[src/rtl/irq_router_pkg.sv]
package irq_router_pkg;

    // Pin of a slot that lands on a given link under the per-slot rotation.
    function automatic int pin_for_link(input int link, input int slot, input int npins);
        return (link + slot) % npins;
    endfunction

endpackage

[src/rtl/irq_pin_sync.sv]
module irq_pin_sync #(
    parameter int W      = 28,
    parameter int STAGES = 2
) (
    input  logic         clk,
    input  logic         rst_n,
    input  logic [W-1:0] din_n,
    output logic [W-1:0] dout_n
);
    typedef struct packed {
        logic [STAGES-1:0][W-1:0] stg;
    } sync_st_t;

    sync_st_t st_d, st_q;

    always_comb begin
        st_d = st_q;
        st_d.stg[0] = din_n;
        for (int i = 1; i < STAGES; i++) begin
            st_d.stg[i] = st_q.stg[i-1];
        end
    end

    always_ff @(posedge clk) begin
        if (!rst_n) begin
            st_q <= '1;
        end else begin
            st_q <= st_d;
        end
    end

    assign dout_n = st_q.stg[STAGES-1];

endmodule

[src/rtl/irq_link_swizzle.sv]
module irq_link_swizzle
    import irq_router_pkg::*;
#(
    parameter int N_SLOTS = 7,
    parameter int N_PINS  = 4
) (
    input  logic [N_SLOTS*N_PINS-1:0] pins_n,
    output logic [N_PINS-1:0]         link_lvl
);
    logic [N_PINS-1:0][N_SLOTS-1:0] hit;

    for (genvar l = 0; l < N_PINS; l++) begin : g_link
        for (genvar s = 0; s < N_SLOTS; s++) begin : g_slot
            localparam int PIX = s * N_PINS + pin_for_link(l, s, N_PINS);
            assign hit[l][s] = ~pins_n[PIX];
        end
        assign link_lvl[l] = |hit[l];
    end

endmodule

[src/rtl/irq_map_regs.sv]
module irq_map_regs #(
    parameter int N_LINKS = 4,
    parameter int N_IRQ   = 16,
    localparam int LW     = $clog2(N_LINKS),
    localparam int IW     = $clog2(N_IRQ),
    localparam int CW     = IW + 1
) (
    input  logic                       clk,
    input  logic                       rst_n,
    input  logic                       wr_en,
    input  logic [LW-1:0]              wr_link,
    input  logic [CW-1:0]              wr_code,
    input  logic [N_IRQ-1:0]           reserved_mask,
    output logic [N_LINKS-1:0][CW-1:0] map,
    output logic                       wr_err
);
    typedef struct packed {
        logic [N_LINKS-1:0][CW-1:0] map;
        logic                       err;
    } map_st_t;

    map_st_t st_d, st_q;
    logic    refuse;

    assign refuse = wr_en && !wr_code[CW-1] && reserved_mask[wr_code[IW-1:0]];

    always_comb begin
        st_d     = st_q;
        st_d.err = refuse;
        if (wr_en && !refuse) begin
            st_d.map[wr_link] = wr_code;
        end
    end

    always_ff @(posedge clk) begin
        if (!rst_n) begin
            for (int l = 0; l < N_LINKS; l++) begin
                st_q.map[l] <= CW'(1) << IW;
            end
            st_q.err <= 1'b0;
        end else begin
            st_q <= st_d;
        end
    end

    assign map    = st_q.map;
    assign wr_err = st_q.err;

    // A refused write leaves every stored code untouched and raises the flag.
    assert_refuse_keeps_R6: assert property (@(posedge clk) disable iff (!rst_n)
        (wr_en && !wr_code[CW-1] && reserved_mask[wr_code[IW-1:0]])
        |=> (wr_err && $stable(st_q.map)));

    // The flag only follows a write strobe.
    assert_err_needs_write_R6: assert property (@(posedge clk) disable iff (!rst_n)
        wr_err |-> $past(wr_en));

    // An accepted write lands in the addressed register at its edge.
    assert_write_lands_R9: assert property (@(posedge clk) disable iff (!rst_n)
        (wr_en && !(!wr_code[CW-1] && reserved_mask[wr_code[IW-1:0]]))
        |=> (st_q.map[$past(wr_link)] == $past(wr_code)));

endmodule

[src/rtl/irq_steer_router.sv]
module irq_steer_router
    import irq_router_pkg::*;
#(
    parameter int N_SLOTS     = 7,
    parameter int N_PINS      = 4,
    parameter int N_IRQ       = 16,
    parameter int SYNC_STAGES = 2,
    localparam int N_LINKS    = N_PINS,
    localparam int N_IN       = N_SLOTS * N_PINS,
    localparam int LW         = $clog2(N_LINKS),
    localparam int IW         = $clog2(N_IRQ),
    localparam int CW         = IW + 1
) (
    input  logic               clk,
    input  logic               rst_n,
    input  logic [N_IN-1:0]    slot_int_n,
    input  logic               wr_en,
    input  logic [LW-1:0]      wr_link,
    input  logic [CW-1:0]      wr_code,
    input  logic [N_IRQ-1:0]   reserved_mask,
    input  logic [LW-1:0]      rd_link,
    output logic [N_LINKS-1:0] link_level,
    output logic               rd_level,
    output logic [CW-1:0]      rd_code,
    output logic [N_IRQ-1:0]   irq_req,
    output logic               wr_err
);
    typedef struct packed {
        logic [N_IRQ-1:0] irq;
    } out_st_t;

    logic [N_IN-1:0]            pins_sync_n;
    logic [N_LINKS-1:0]         link_lvl;
    logic [N_LINKS-1:0][CW-1:0] map;
    logic                       all_dis;
    out_st_t                    st_d, st_q;

    irq_pin_sync #(.W(N_IN), .STAGES(SYNC_STAGES)) u_sync (
        .clk    (clk),
        .rst_n  (rst_n),
        .din_n  (slot_int_n),
        .dout_n (pins_sync_n)
    );

    irq_link_swizzle #(.N_SLOTS(N_SLOTS), .N_PINS(N_PINS)) u_swz (
        .pins_n   (pins_sync_n),
        .link_lvl (link_lvl)
    );

    irq_map_regs #(.N_LINKS(N_LINKS), .N_IRQ(N_IRQ)) u_map (
        .clk           (clk),
        .rst_n         (rst_n),
        .wr_en         (wr_en),
        .wr_link       (wr_link),
        .wr_code       (wr_code),
        .reserved_mask (reserved_mask),
        .map           (map),
        .wr_err        (wr_err)
    );

    always_comb begin
        st_d = '0;
        for (int k = 0; k < N_IRQ; k++) begin
            for (int l = 0; l < N_LINKS; l++) begin
                if (link_lvl[l] && !map[l][CW-1] && (map[l][IW-1:0] == IW'(k))) begin
                    st_d.irq[k] = 1'b1;
                end
            end
        end
    end

    always_ff @(posedge clk) begin
        if (!rst_n) begin
            st_q <= '0;
        end else begin
            st_q <= st_d;
        end
    end

    always_comb begin
        all_dis = 1'b1;
        for (int l = 0; l < N_LINKS; l++) begin
            all_dis = all_dis & map[l][CW-1];
        end
    end

    assign irq_req    = st_q.irq;
    assign link_level = link_lvl;
    assign rd_level   = link_lvl[rd_link];
    assign rd_code    = map[rd_link];

    // With every synchronised pin idle, no link may be active.
    assert_idle_links_R3: assert property (@(posedge clk) disable iff (!rst_n)
        (&pins_sync_n) |-> (link_lvl == '0));

    // A request line can only be high if some link was active an edge before.
    assert_irq_has_source_R4: assert property (@(posedge clk) disable iff (!rst_n)
        (|irq_req) |-> $past(|link_lvl));

    // With every link disabled, the next request vector is empty.
    assert_disabled_silent_R5: assert property (@(posedge clk) disable iff (!rst_n)
        $past(all_dis) |-> (irq_req == '0));

endmodule

[config.mk]
export PLATFORM = sky130hd
export DESIGN_NAME = irq_steer_router
export DESIGN_NICKNAME = d
export VERILOG_FILES = /design/src/rtl/irq_router_pkg.sv /design/src/rtl/irq_pin_sync.sv /design/src/rtl/irq_link_swizzle.sv /design/src/rtl/irq_map_regs.sv /design/src/rtl/irq_steer_router.sv
export SDC_FILE = /design/constraint.sdc
export NUM_CORES = 1
export LEC_CHECK = 0
export ABC_AREA = 1
export BUFFER_PORTS_ARGS = -buffer_cell sky130_fd_sc_hd__buf_2
export CORE_ASPECT_RATIO = 0.5
export CORE_MARGIN = 2
export CORE_UTILIZATION = 49
export DETAILED_ROUTE_END_ITERATION = 7
export MAX_ROUTING_LAYER = met4
export PLACE_DENSITY = 0.76
export SLEW_MARGIN = 20
export SYNTH_ARGS = -nofsm -noshare
export SYNTH_HDL_FRONTEND = slang
export SYNTH_SLANG_ARGS = --single-unit
[constraint.sdc]
create_clock -name clk -period 1.35 [get_ports clk]
set_clock_uncertainty 0.2 [all_clocks]
set_input_delay 0.135 -clock clk [delete_from_list [all_inputs] [get_ports clk]]
set_output_delay 0.135 -clock clk [all_outputs]
set_load 0.005 [all_outputs]
Word level (Yosys, flattened, before mapping)
Cells that the tools add are included.
{"block": "totals", "register_bits": 93, "input_bits": 56}
{"block": "op_classes", "order_cmp": 4, "eq_ne": 60, "n_mux": 73, "bitwise_logic": 28, "reduce_logical": 86}
{"operator": "$eq 4x4->1 const B", "count": 32}
{"operator": "$logic_and 1x1->1", "count": 72}
{"operator": "$mux 1", "count": 66}
{"operator": "$eq 4x3->1 const B", "count": 16}
{"operator": "$eq 4x2->1 const B", "count": 8}
{"operator": "$not 1->1", "count": 28}
{"operator": "$reduce_or 7->1", "count": 4}
{"operator": "$bwmux 20", "count": 1}
{"operator": "$eq 4x1->1 const B", "count": 4}
{"operator": "$logic_not 4->1", "count": 4}
{"operator": "$bmux 5 s2", "count": 1}
{"operator": "$demux 5 s2", "count": 1}
{"operator": "$mux 5", "count": 2}
{"operator": "$logic_not 1->1", "count": 6}
{"operator": "$lt 2x3->1 const B", "count": 2}
{"operator": "$lt 4x5->1 const B", "count": 1}
{"operator": "$bmux 1 s4", "count": 1}
{"operator": "$bmux 1 s2", "count": 1}
{"operator": "$ge 2x1->1 const B", "count": 1}

Logic depth before layout (Yosys ltp)
{"block": "depth", "word_depth": 8, "depth_mapped": 14, "mapped_depth_nobuf": 12}

Hierarchy
Synthesis repeated with hierarchy kept, for this count alone.
{"block": "hier_totals", "cells_unflattened": 658, "hier_area_um2": 4296.6}
{"module": "irq_pin_sync", "n_inst": 1, "cells_each": 174, "area_each_um2": 1599.0, "seq_area_each_um2": 1121.1}
{"module": "irq_steer_router", "n_inst": 1, "cells_each": 253, "area_each_um2": 1346.3, "seq_area_each_um2": 320.3}
{"module": "irq_map_regs", "n_inst": 1, "cells_each": 203, "area_each_um2": 1246.2, "seq_area_each_um2": 420.4}
{"module": "irq_link_swizzle", "n_inst": 1, "cells_each": 28, "area_each_um2": 105.1, "seq_area_each_um2": 0.0}

Least setup slack after synthesis
No wires, ideal clock.
{"block": "synth_path", "path_type": "input -> register", "from": "input wr_code[0]", "to": "register, netlist name u_map.map[14]", "setup_time_ns": 0.133, "arrival_ns": 1.114, "required_ns": 1.017, "slack_ns": -0.097, "stages": 13, "n_path_buf": 3, "path_cell_list": "buf_6 > inv_4 > buf_6 > nand2_1 > nand3_1 > nand3_1 > nand3_1 > nand2_1 > nand2_2 > buf_6 > nand3_4 > nand2_1 > nand3_1"}
{"block": "synth_between", "elab_chain_cells": 5}
{"element": "start, declared", "line_no": "irq_steer_router.sv:19", "source": "input logic [CW-1:0] wr_code,"}
{"element": "$bmux 1 s4", "line_no": "irq_map_regs.sv:25", "source": "assign refuse = wr_en && !wr_code[CW-1] && reserved_mask[wr_code[IW-1:0]];"}
{"element": "$mux 1 (not written as such)", "line_no": "irq_map_regs.sv:25"}
{"element": "$logic_and 1x1->1", "line_no": "irq_map_regs.sv:25"}
{"element": "$logic_not 1->1", "line_no": "irq_map_regs.sv:30", "source": "if (wr_en && !refuse) begin"}
{"element": "$logic_and 1x1->1", "line_no": "irq_map_regs.sv:30"}
Every way passes these cells. The select of a mux whose other input is x is not followed.
A chain may end at the register's enable or synchronous reset.

Worst setup path after layout
{"block": "layout_path", "from": "register u_sync.st_q (netlist bit u_sync.dout_n[4])", "to": "output rd_level"}
{"block": "layout_between", "elab_chain_cells": 4}
{"element": "start, declared", "line_no": "irq_pin_sync.sv:14", "source": "sync_st_t st_d, st_q;"}
{"element": "start signal, assigned", "line_no": "irq_pin_sync.sv:28", "source": "st_q <= st_d;"}
{"element": "$not 1->1", "line_no": "irq_link_swizzle.sv:15", "source": "assign hit[l][s] = ~pins_n[PIX];"}
{"element": "$reduce_or 7->1", "line_no": "irq_link_swizzle.sv:17", "source": "assign link_lvl[l] = |hit[l];"}
{"element": "$bmux 1 s2", "line_no": "irq_steer_router.sv:89", "source": "assign rd_level = link_lvl[rd_link];"}
{"element": "$mux 1 (not written as such)", "line_no": "irq_steer_router.sv:89"}
{"element": "end, declared", "line_no": "irq_steer_router.sv:23", "source": "output logic rd_level,"}
Every way passes these cells. The select of a mux whose other input is x is not followed.

==> impl_results.md <==
- Status: finished with violations
- Failing checks: hold timing, setup timing
- Mapped Avg Cell Area: 7.17 um^2
- Ys async rst share: 0%
- RSZ-0062 raised after global routing: true
- Starting Density: 50.3%
- GP Congestion: 0.926
- Pre-CTS setup slack: -289 ps
- CTS Buffer Depth: 2
- Comb power frac: 16.9%
- Final hold slack: -8.24 ps
- Post-route ant nets: 0
- Post-Syn Instances: 557
- Clock power share: 38.9%
- Post-synth top cells: nand2_1, dfxtp_1, nor2_1, inv_1, nand3_1
- Via count: 4422
- GRT Residual Overflow: 0
- Critical-path maximum fanout: 2
- Clock Latency Late Sink: approximately 350 ps
- Seq cells post-synth: 93
- Total CTS buffers: 9
- Top-Level Pins: 83
- TritonCTS clock tree: done
- CP Capture Type: output pin
- Max-slew violations: 0
- WS Path Type: register to output pin
- Min Tclk post-route: around 1900 ps
- Syn nets: about 610
- Layout cells sized above 1: between 30% and 40%
- Chip Width: 132 um
- Post-Layout Cell Count: 857
- Power Density: between 1000 and 1500 nW/um^2
- Flop pwr share: 44.2%
- Register area share after synthesis: 46.6%
- CP startpoint: u_sync.dout_n[4]
- Total negative setup slack: -6690 ps
- Residual DRC: 0
- FF-to-FF Start: u_sync.dout_n[8]
- Die area: between 8000 and 9000 um^2
- Antenna violations before repair: 0
- Share of the synthesized area in the top cell type: around 47%
- Startpoint Class: register
- CP endpoint: rd_level
- Max rail drop VDD: a little under 1 mV
- Final wirelength: roughly 13 mm
- Final Hold Viols: 1
- P_leak: 0.00301 uW
- Core area: around 7900 um^2
- Reg2reg end: irq_req[12]
- Number of antenna diodes: 0
- Ys flop type: dfxtp_1
- Final setup vio count: 26
- Fmax: approximately 540 MHz
- Clk slew on worst S/H paths: ~70 ps
- Rows: 23
- I/O Buffers: just over 80
- Switching fraction of total power: ~28%
- Critical path's slowest cell: dfxtp_2
- Post-DP HPWL: ~7.7 mm
- Pre-antenna DRT Iters: 7
- Syn Std Cell Area: roughly 4000 um^2
- CTS root buf: clkbuf_16
- Synth warn: 0
- Worst-margin pin slew: 510 ps
- Iter 0 DRT Violations: roughly 380
- Cell taking the most area after synthesis: dfxtp_1
- Req. time, crit path: a little over 1000 ps
- Top post-synthesis cells by area: dfxtp_1, nand2_1, nor2_1, inv_1, nand3_1
- Internal power: around 4700 uW
- Total Routing Usage GR: between 20 and 30%
- H-tree depth: 3
- Arrival @ worst endpoint: roughly 1500 ps
- First-pass GRT wire length: around 18 mm
- Die height: between 60 and 70 um
- Post-synth EDFFs: 0
- Final nets: approximately 800
- Largest net degree at the start of global routing: 57
- Rel. slew slack: 65.9%
- Area grow syn2layout: 53.7%
- Crit-path cells: nand2_1 -> nor2_1 -> nand4_1 -> buf_4 -> o21ai_2 -> o22ai_1 -> buf_2
- Sink Count: 93
- WL/cell: 14.8 um
- Total power: about 6600 uW
- Post-route setup slack: -504 ps
- Worst hold path type: input pin to register
- MaxCap Viol Count: 0
- Count of cell types in the netlist: 23
- Vias per inst: 5.16
- Reg2reg path depth: 10
- Vias in the first global route: just under 4000
- Switch Pwr: around 1900 uW
- Largest stage delay, worst path: between 300 and 400 ps
- Post-Place Cells: 794
- Register-to-register setup slack: -330 ps
- Final worst-path cycle share: 137%
- Top-count cell post-synth: nand2_1
==> final cells by class <==
type	instances	area (um^2)
clock inverters	7	86.3
repair buffers	192	1430
repair inverters	1	5.00
flip-flops and latches	93	1880
fillers	526	1810
clock buffers	9	225
well taps	112	140
multi-input cells	379	2120
inverters	64	250
==> cells by family (layout without fill, tap and decap cells) <==
family	count (synthesis)	count (layout)	share of synthesized area, %
and+or+nand+nor	351	351	41.1
buffers and inverters	85	273	8.68
AOI/OAI and AO/OA	28	28	3.57
DFF	93	93	46.6
==> worst min-delay path by stage <==
stage                                  to            from  slack [ps]  cells after the start
after floorplan           u_sync.st_d[31]   slot_int_n[3]          30                      1
after global placement    u_sync.st_d[43]  slot_int_n[15]         110                      2
after detailed placement  u_sync.st_d[43]  slot_int_n[15]         120                      2
after CTS                    u_map.map[9]           rst_n          10                      3
after global routing        u_map.map[14]      wr_link[0]          30                      4
final                       u_map.map[14]      wr_link[0]          -8                      4
==> metrics by stage <==
| stage | hold WS, ps | utilization (%) | instance area (um^2) |
|---|---|---|---|
| after detailed placement | 116 | 62.9 | 4990 |
| after global routing | 25.2 | 77.3 | 6140 |
| after global placement | 114 | 62.9 | 4990 |
| final | -8.24 | 77.3 | 6140 |
| after floorplan | 34.9 | - | 4050 |
| after CTS | 12.1 | 75.1 | 5970 |
==> power by group through the flow <==
stage | clock network (uW) | logic [uW] | registers (uW)
final | 2560 | 1110 | 2910
after global routing | 2710 | 1190 | 2920
after global placement | 0 | 770 | 2960
after floorplan | 0 | 411 | 2960
after detailed placement | 0 | 777 | 2970
after CTS | 2580 | 984 | 2910
==> sequential cells by signal, summed over array words and instances (netlist names) <==
register and count:
u_sync.st_d 28, u_map.map 20, u_map.wr_err 1, u_sync.dout_n 28, irq_req 16
==> layer usage <==
layer  vias to the layer above  wire [um]  global-route usage, %
li1                       2122          -                      -
met1                      1980       5110                   31.9
met2                       250       5880                   46.5
met3                        70       1060                   5.41
met4                         0        635                   12.4
met5                         -          0                      -
==> timing repair <==
item / in CTS / in global routing
endpoints found under the hold margin: 32 / 0
hold buffers: 33 / 0
gates resized for setup: 71 / 38
pin swaps: 31 / 24
cloned: 0 / 3
endpoints found under the setup margin: 26 / 46
setup buffers: 22 / 3
==> worst max-delay path, delay by kind of cell (launching register included) <==
kind | cells | cell delay (ps)
AOI/OAI and AO/OA | 2 | 240
and+or+nand+nor | 3 | 290
buffers and inverters | 2 | 320
DFF | 1 | 320
==> placed cells by master, fill, tap and decap left out, drive strengths merged <==
cell	n
nor3	14
clkinv	4
buf	159
dlygate4sd3	31
o22ai	2
nor4	3
nand4	26
and2	1
inv	68
a21oi	18
or2	56
dfxtp	93
clkbuf	10
o21ai	8
dlymetal6s4s	1
nor2	73
nand3	41
nand2	137
Note: power is estimated with default switching activity, not from simulation.
